`config.mk`:
```
export PLATFORM = sky130hd
export DESIGN_NAME = ycc2rgb_pipe
export DESIGN_NICKNAME = d
export VERILOG_FILES = /design/src/rtl/ycc_pkg.sv /design/src/rtl/ycc_center.sv /design/src/rtl/ycc_product_stage.sv /design/src/rtl/ycc_chan_clamp.sv /design/src/rtl/ycc_sum_stage.sv /design/src/rtl/ycc2rgb_pipe.sv
export SDC_FILE = /design/constraint.sdc
export NUM_CORES = 1
export LEC_CHECK = 0
export CORE_UTILIZATION = 50
export CTS_CLUSTER_SIZE = 40
export DETAILED_ROUTE_END_ITERATION = 12
export HOLD_SLACK_MARGIN = 0.1
export PLACE_DENSITY = 0.68
export SKIP_LAST_GASP = 1
export SYNTH_ARGS = -nofsm -noshare
export SYNTH_HDL_FRONTEND = slang
export SYNTH_SLANG_ARGS = --single-unit
```
`constraint.sdc`:
```
create_clock -name clk -period 6.35 [get_ports clk]
set_input_delay 1.5875 -clock clk [delete_from_list [all_inputs] [get_ports clk]]
set_output_delay 1.5875 -clock clk [all_outputs]
set_load 0.05 [all_outputs]
```
`src/rtl/ycc_pkg.sv`:
```
package ycc_pkg;

    // Fixed-point resolution of the colour-matrix coefficients.
    localparam int FRAC   = 12;
    // Widest supported input, used to size the shared accumulator.
    localparam int MAX_IN_W = 10;
    localparam int COEF_W   = 16;
    // Offset-removed sample (MAX_IN_W+1) times coefficient, plus headroom for three terms.
    localparam int ACC_W    = MAX_IN_W + 1 + COEF_W + 4;

    typedef logic signed [ACC_W-1:0] acc_t;

    // Round a coefficient given in thousandths to nearest at FRAC fractional bits.
    function automatic acc_t to_fixed(input int milli);
        return acc_t'((milli * (1 << FRAC) + 500) / 1000);
    endfunction

    localparam acc_t K_LUMA  = to_fixed(1164);
    localparam acc_t K_R_CR  = to_fixed(1596);
    localparam acc_t K_G_CR  = to_fixed(813);
    localparam acc_t K_G_CB  = to_fixed(392);
    localparam acc_t K_B_CB  = to_fixed(2017);

    localparam int NUM_CH = 3;

    // Stage-one contents: one scaled luma term shared by all channels, four chroma terms.
    typedef struct packed {
        acc_t luma;
        acc_t r_cr;
        acc_t g_cr;
        acc_t g_cb;
        acc_t b_cb;
    } prod_t;

    typedef struct packed {
        logic [7:0] r;
        logic [7:0] g;
        logic [7:0] b;
    } rgb_t;

    // Sign test first, then scale down with floor and saturate at full scale.
    function automatic logic [7:0] clamp_u8(input acc_t v, input int sh);
        acc_t s;
        if (v[ACC_W-1]) return 8'h00;
        s = v >>> sh;
        if (s > acc_t'(255)) return 8'hFF;
        return s[7:0];
    endfunction

endpackage

```
`src/rtl/ycc_center.sv`:
```
module ycc_center
    import ycc_pkg::*;
#(
    parameter int IN_W = 8
) (
    input  logic [IN_W-1:0]        y,
    input  logic [IN_W-1:0]        cb,
    input  logic [IN_W-1:0]        cr,
    output logic signed [IN_W:0]   yd,
    output logic signed [IN_W:0]   cbd,
    output logic signed [IN_W:0]   crd
);
    localparam int SCALE = IN_W - 8;
    localparam logic signed [IN_W:0] Y_OFF = (IN_W+1)'(16 << SCALE);
    localparam logic signed [IN_W:0] C_OFF = (IN_W+1)'(128 << SCALE);

    always_comb begin
        yd  = $signed({1'b0, y})  - Y_OFF;
        cbd = $signed({1'b0, cb}) - C_OFF;
        crd = $signed({1'b0, cr}) - C_OFF;
    end
endmodule

```
`src/rtl/ycc_product_stage.sv`:
```
module ycc_product_stage
    import ycc_pkg::*;
#(
    parameter int IN_W = 8
) (
    input  logic                 clk,
    input  logic                 rst,
    input  logic signed [IN_W:0] yd,
    input  logic signed [IN_W:0] cbd,
    input  logic signed [IN_W:0] crd,
    output prod_t                q
);
    localparam int EXT = ACC_W - IN_W - 1;

    acc_t y_w, cb_w, cr_w;
    prod_t nxt;

    always_comb begin
        y_w  = {{EXT{yd[IN_W]}},  yd};
        cb_w = {{EXT{cbd[IN_W]}}, cbd};
        cr_w = {{EXT{crd[IN_W]}}, crd};
        nxt.luma = y_w  * K_LUMA;
        nxt.r_cr = cr_w * K_R_CR;
        nxt.g_cr = cr_w * K_G_CR;
        nxt.g_cb = cb_w * K_G_CB;
        nxt.b_cb = cb_w * K_B_CB;
    end

    always_ff @(posedge clk) begin
        if (rst) q <= '0;
        else     q <= nxt;
    end
endmodule

```
`src/rtl/ycc_chan_clamp.sv`:
```
module ycc_chan_clamp
    import ycc_pkg::*;
#(
    parameter int SHIFT = FRAC
) (
    input  acc_t       sum,
    output logic [7:0] q
);
    always_comb q = clamp_u8(sum, SHIFT);
endmodule

```
`src/rtl/ycc_sum_stage.sv`:
```
module ycc_sum_stage
    import ycc_pkg::*;
#(
    parameter int IN_W = 8
) (
    input  logic  clk,
    input  logic  rst,
    input  prod_t p,
    output rgb_t  q
);
    localparam int SHIFT = FRAC + IN_W - 8;

    acc_t       sums [NUM_CH];
    logic [7:0] chq  [NUM_CH];
    rgb_t       nxt;

    always_comb begin
        sums[0] = p.luma + p.r_cr;
        sums[1] = p.luma - p.g_cr - p.g_cb;
        sums[2] = p.luma + p.b_cb;
    end

    for (genvar c = 0; c < NUM_CH; c++) begin : g_ch
        ycc_chan_clamp #(.SHIFT(SHIFT)) u_clamp (
            .sum (sums[c]),
            .q   (chq[c])
        );
    end

    always_comb begin
        nxt.r = chq[0];
        nxt.g = chq[1];
        nxt.b = chq[2];
    end

    always_ff @(posedge clk) begin
        if (rst) q <= '0;
        else     q <= nxt;
    end
endmodule

```
`src/rtl/ycc2rgb_pipe.sv`:
```
module ycc2rgb_pipe
    import ycc_pkg::*;
#(
    parameter int IN_W = 8
) (
    input  logic            clk,
    input  logic            rst,
    input  logic [IN_W-1:0] y_in,
    input  logic [IN_W-1:0] cb_in,
    input  logic [IN_W-1:0] cr_in,
    output logic [7:0]      r_out,
    output logic [7:0]      g_out,
    output logic [7:0]      b_out
);
    if (IN_W != 8 && IN_W != 10) begin : g_bad_width
        $error("ycc2rgb_pipe: IN_W must be 8 or 10");
    end

    logic signed [IN_W:0] yd, cbd, crd;
    prod_t prod_q;
    rgb_t  rgb_q;

    ycc_center #(.IN_W(IN_W)) u_center (
        .y   (y_in),
        .cb  (cb_in),
        .cr  (cr_in),
        .yd  (yd),
        .cbd (cbd),
        .crd (crd)
    );

    ycc_product_stage #(.IN_W(IN_W)) u_prod (
        .clk (clk),
        .rst (rst),
        .yd  (yd),
        .cbd (cbd),
        .crd (crd),
        .q   (prod_q)
    );

    ycc_sum_stage #(.IN_W(IN_W)) u_sum (
        .clk (clk),
        .rst (rst),
        .p   (prod_q),
        .q   (rgb_q)
    );

    assign r_out = rgb_q.r;
    assign g_out = rgb_q.g;
    assign b_out = rgb_q.b;
endmodule

```
**Word-level counts from Yosys, hierarchy flattened**

Cells that the tools add are included.

- Flip-flop bits (word level): 179
- Bits of input ports: 26
- Output and inout bits: 24
- Logic and storage cells: 48

- $add $sub $neg: 7
- Multiply operators: 5
- $lt $le $gt $ge: 3
- Multiplexer cells: 21

Operator list:

| kind | count |
|---|---|
| $mux 8 | 12 |
| $add 31x31->31 | 2 |
| $sub 31x31->31 | 2 |
| $gt 19x9->1 const B | 3 |
| $mul 9x14->23 const B | 2 |
| $mul 9x12->21 const B | 1 |
| $mul 9x11->20 const B | 1 |
| $mul 9x9->18 const B | 1 |
| $sub 8x8->9 const B | 2 |
| $mux 1 | 9 |
| $sub 8x5->9 const B | 1 |

**Depth between registers and ports, before layout**

Gate-level depths: netlist of the first run.

- Depth in word-level cells: 7
- Depth in mapped cells: 20
- Depth with buffers taken out: 20

**Modules after synthesis**

From an unflattened synthesis of the first run, not the netlist that was laid out.

- Cells, all modules: 1897
- Area, all modules: 16607.2 um^2

By module, submodules not included:

| module | times used | cells each | area each (um^2) | seq. area each (um^2) |
|---|---|---|---|---|
| ycc_product_stage | 1 | 1022 | 9769.4 | 1881.8 |
| ycc_sum_stage | 1 | 785 | 6223.5 | 480.5 |
| ycc_chan_clamp | 3 | 20 | 132.6 | 0.0 |
| ycc_center | 1 | 30 | 216.5 | 0.0 |

**Worst setup path after synthesis of the first run**

Ideal clock, no wire load.

- Path kind: in2reg
- From: input cb_in[7]
- To: register u_prod.q[49] in the netlist's numbering
- Setup time: 128 ps
- Arrival time: 5590 ps
- Required time: 6222 ps
- Slack: 633 ps
- Stages on the path: 18
- Path buffers: 0
- Cell sequence: inv_1 ha_1 inv_1 ha_1 inv_1 fa_1 fa_1 inv_1 ha_1 ha_1 a21oi_1 nor2b_1 or2_0 o21bai_1 and4_1 a2111oi_0 xor2_1 nor2_1

- Word-level cells in the longest chain between the ends: 2

Ends and longest elaborated chain:

| what | line | text |
|---|---|---|
| start, declared | ycc2rgb_pipe.sv:9 | `input logic [IN_W-1:0] cb_in,` |
| $sub 8x8->9 | ycc_center.sv:19 | `cbd = $signed({1'b0, cb}) - C_OFF;` |
| $mul 9x11->20 | ycc_product_stage.sv:25 | `nxt.g_cb = cb_w * K_G_CB;` |
| end signal, assigned | ycc_product_stage.sv:31 | `else q <= nxt;` |
| end, declared | ycc_product_stage.sv:11 | `output prod_t q` |

No other way between the ends.
A chain may end at the register's enable or synchronous reset.

**Worst setup path after layout of the first run**

- From: input cb_in[7]
- To: register u_prod.q[60] in the netlist's numbering

The elaborated chain is that of the path after synthesis.

==> results of run 1 <==
==> cell usage in the layout (no fill, tap or decap), types with 9 or more instances in the layout <==
cell / netlist / routed
clkbuf_16: 0 / 17
nand3_1: 15 / 15
fa_1: 68 / 68
xor2_1: 36 / 36
nor2_1: 95 / 95
a31oi_1: 10 / 10
nor3_1: 24 / 24
and3_1: 11 / 11
nor2b_1: 37 / 37
a21oi_1: 86 / 86
buf_4: 0 / 15
a211oi_1: 9 / 9
nand2_1: 22 / 22
ha_1: 301 / 301
a21o_1: 20 / 20
dfxtp_1: 116 / 116
clkdlybuf4s50_1: 0 / 48
inv_1: 208 / 208
o21a_1: 14 / 14
xnor2_1: 45 / 45
or2_2: 9 / 9
o21ai_0: 34 / 34
==> Yosys cell counts, types with 3 or more instances <==
master     count
ha_1         301
inv_1        208
dfxtp_1      116
nor2_1        95
a21oi_1       86
fa_1          68
xnor2_1       45
nor2b_1       37
xor2_1        36
o21ai_0       34
nor3_1        24
nand2_1       22
a21o_1        20
nand3_1       15
o21a_1        14
and3_1        11
clkbuf_1      11
a31oi_1       10
a211oi_1       9
or2_2          9
o21bai_1       8
nand2b_1       7
or3_1          6
a2111oi_0      5
a41oi_1        5
and2_1         5
o21ai_1        5
mux2i_1        4
o31ai_1        4
a31o_1         3
and4_1         3
nand4_1        3
nor3b_1        3
==> power groups by stage <==
stage	combinational, µW	clock (µW)	sequential (µW)
after detailed placement	3020	0	1070
after CTS	3060	928	1050
after global routing	3460	965	1070
after floorplan	2170	0	1180
final	3060	915	1050
after global placement	2980	0	1070
==> state kept, by name, summed over array words and instances (netlist names) <==
register,cells
u_sum.q,24
u_prod.q,92
==> worst min-delay path by stage <==
stage / start / endpoint / slack, ns / cells after the start
after floorplan: u_prod.q[109] / u_sum.q[20] / 0.66 / 4
after global placement: u_prod.q[109] / u_sum.q[20] / 0.73 / 4
after detailed placement: u_prod.q[18] / u_sum.q[6] / 0.72 / 3
after CTS: u_prod.q[18] / u_sum.q[6] / 0.74 / 3
after global routing: u_prod.q[18] / u_sum.q[6] / 0.76 / 3
final: u_prod.q[18] / u_sum.q[6] / 0.73 / 3
==> per-stage QoR <==
step | setup slack [ns] | cell area [µm²] | hold WS, ns | utilization | power [µW]
2_1_floorplan | 0.633 | 11800 | 0.662 | - | 3350
3_3_place_gp | 0.208 | 12700 | 0.731 | 0.556 | 4040
3_5_place_dp | 0.0926 | 12700 | 0.717 | 0.556 | 4090
4_1_cts | 0.511 | 13300 | 0.736 | 0.581 | 5040
5_1_grt | 0.176 | 13300 | 0.764 | 0.581 | 5490
6_report | 0.487 | 13300 | 0.729 | 0.581 | 5030
==> tightest hold or removal path, stage by stage (launching register included) <==
cell and delay [ns]:
dfxtp_1 0.31, ha_1 0.20, xor2_1 0.08, a21oi_1 0.11
==> cell type report <==
| type | count | area [µm²] |
|---|---|---|
| Tap cell | 313 | 392 |
| Clock inverter | 13 | 135 |
| Clock buffer | 19 | 433 |
| Inverter | 209 | 785 |
| Fill cell | 2040 | 9580 |
| Timing Repair Buffer | 64 | 598 |
| Multi-Input combinational cell | 930 | 8600 |
| Sequential cell | 116 | 2320 |
==> cells by family (layout without fill, tap and decap cells) <==
family	Yosys count	in the layout
mux	5	5
xor+xnor	81	81
simple gates	244	244
compound gates	231	231
flops	116	116
fa+ha+maj	369	369
buf+inv	220	305
==> metal layers <==
metal | GRT usage | routed length [µm] | vias up
li1 | - | - | 4453
met1 | 0.278 | 11800 | 4035
met2 | 0.379 | 11700 | 143
met3 | 0.0398 | 827 | 23
met4 | 0.0458 | 276 | 0
met5 | 0 | 0 | -
==> impl_metrics.tcl, run 1 <==
set metrics [dict create \
    outcome "completed" \
    grt_setup_unrepaired "no" \
    p_per_area_mw_per_mm2 379 \
    timing.rr.start "u_prod.q[133]" \
    ys_ff_latch 116 \
    cp-end-kind "flop" \
    drt_iter0_drc 479 \
    post-place-cells 1632 \
    swShare 0.445 \
    grt_pass1_vias 8735 \
    die-area_mm2 0.0241 \
    viasPerCell 5.20 \
    path_buf_inv 5 \
    crit_start "cb_in[7]" \
    dpl.hpwl_mm 20.6 \
    cts_sinks 116 \
    max_stage_delay_ns 0.54 \
    wl_mm 24.5 \
    hold_violations 0 \
    synth_xor_area_frac 0.0604 \
    diodes 0 \
    die_w_um 155 \
    synth_ff_type "dfxtp_1" \
    portBuffers 49 \
    drv_cap 0 \
    start_util 0.514 \
    async_flop_share 0 \
    arrival_ns 6.14 \
    r2r_cells 8 \
    area_delta_synth_final_pct 12.9 \
    yosysWarnings 0 \
    syn-num-nets 1661 \
    tightest_slew_ns 0.662 \
    cts_buffer_depth 2 \
    netlist_area_mm2 0.0118 \
    crit_family "adder cells" \
    grt_pass1_wl_mm 41.0 \
    path_class "primary input to flop" \
    grt_max_degree 44 \
    die_h_um 155 \
    p_leak_uw 0.00675 \
    maxSlewHeadroom 0.546 \
    clock_latency_ns 0.41 \
    synth_adder_area_share 0.436 \
    routabilityCongestion 0.900 \
    synth_cell_types 61 \
    synth.yosys.seq_area_share 0.198 \
    maxSlewViolCount 0 \
    setup_viol 0 \
    antenna_found_initial 0 \
    drt_pre_antenna_iters 4 \
    cts_made_buffers 17 \
    cts_resized 0 \
    hold_path.class "flop to flop" \
    vias 8654 \
    grt.overflow.total 0 \
    io_pins 50 \
    worst-endpoint-required_ns 6.63 \
    synthCells 1266 \
    p_clk_frac 0.182 \
    synthTopCellsByArea "ha_1 (32%), dfxtp_1 (20%), fa_1 (12%)" \
    fin_setup_tns_ns 0 \
    period_needed_ns 5.86 \
    sequentialPowerShare 0.209 \
    path_max_fanout 5 \
    tritoncts "built" \
    p_switching_uw 2240 \
    synth-edff-count 0 \
    clk_pin_slew_ns 0.06 \
    htree_levels 4 \
    crit_path_end "u_prod.q[60]" \
    antenna_left 0 \
    layout-drive-gt1-share 0.0489 \
    p_comb_frac 0.609 \
    finish.net_count 1733 \
    fin_worst_skew_ns 0.0113 \
    core_area_mm2 0.0228 \
    rrSetupSlack_ns 3.12 \
    slowest_stage "clkdlybuf4s50_1" \
    syn_avg_cell_area_um2 9.28 \
    synth_top_family_by_area "adder cells" \
    stdcell_count 1664 \
    yosysTopAreaCell "ha_1" \
    path_cells "clkdlybuf4s50_1 > inv_1 > ha_1 > inv_1 > ha_1 > inv_1 > fa_1 > fa_1 > inv_1 > ha_1 > ha_1 > a21oi_1 > nor2b_1 > or2_0 > o21bai_1 > and4_1 > a2111oi_0 > or3_1 > a21oi_1" \
    period_share 0.923 \
    peakVddDrop_uv 271 \
    post_drt_wl_per_cell_um 14.8 \
    clock-root-buffer "clkbuf_16" \
    post-route-drc-count 0 \
    cp-start-kind "primary input" \
    r2r-end "u_sum.q[9]" \
    synth_top_cell_area_share 0.321 \
    synth-simple-area-share 0.103 \
    max_clock_freq_ghz 0.171 \
    track_usage 0.217 \
    rows 55 \
    p_int_uw 2790 \
    path_depth 19 \
    cts_setup_buffers 0 \
    cts-hold-fix-buffers 0 \
    muxShareOfSynthArea 0.00437 \
    synth-compound-area-share 0.128 \
]
Power figures use the tool's default switching activity.
==> run 2: changes to the inputs <==
- SLEW_MARGIN: not set -> 20
==> results of run 2 <==
Same layout as run 1: the final DEF is identical, and so are final timing and power.
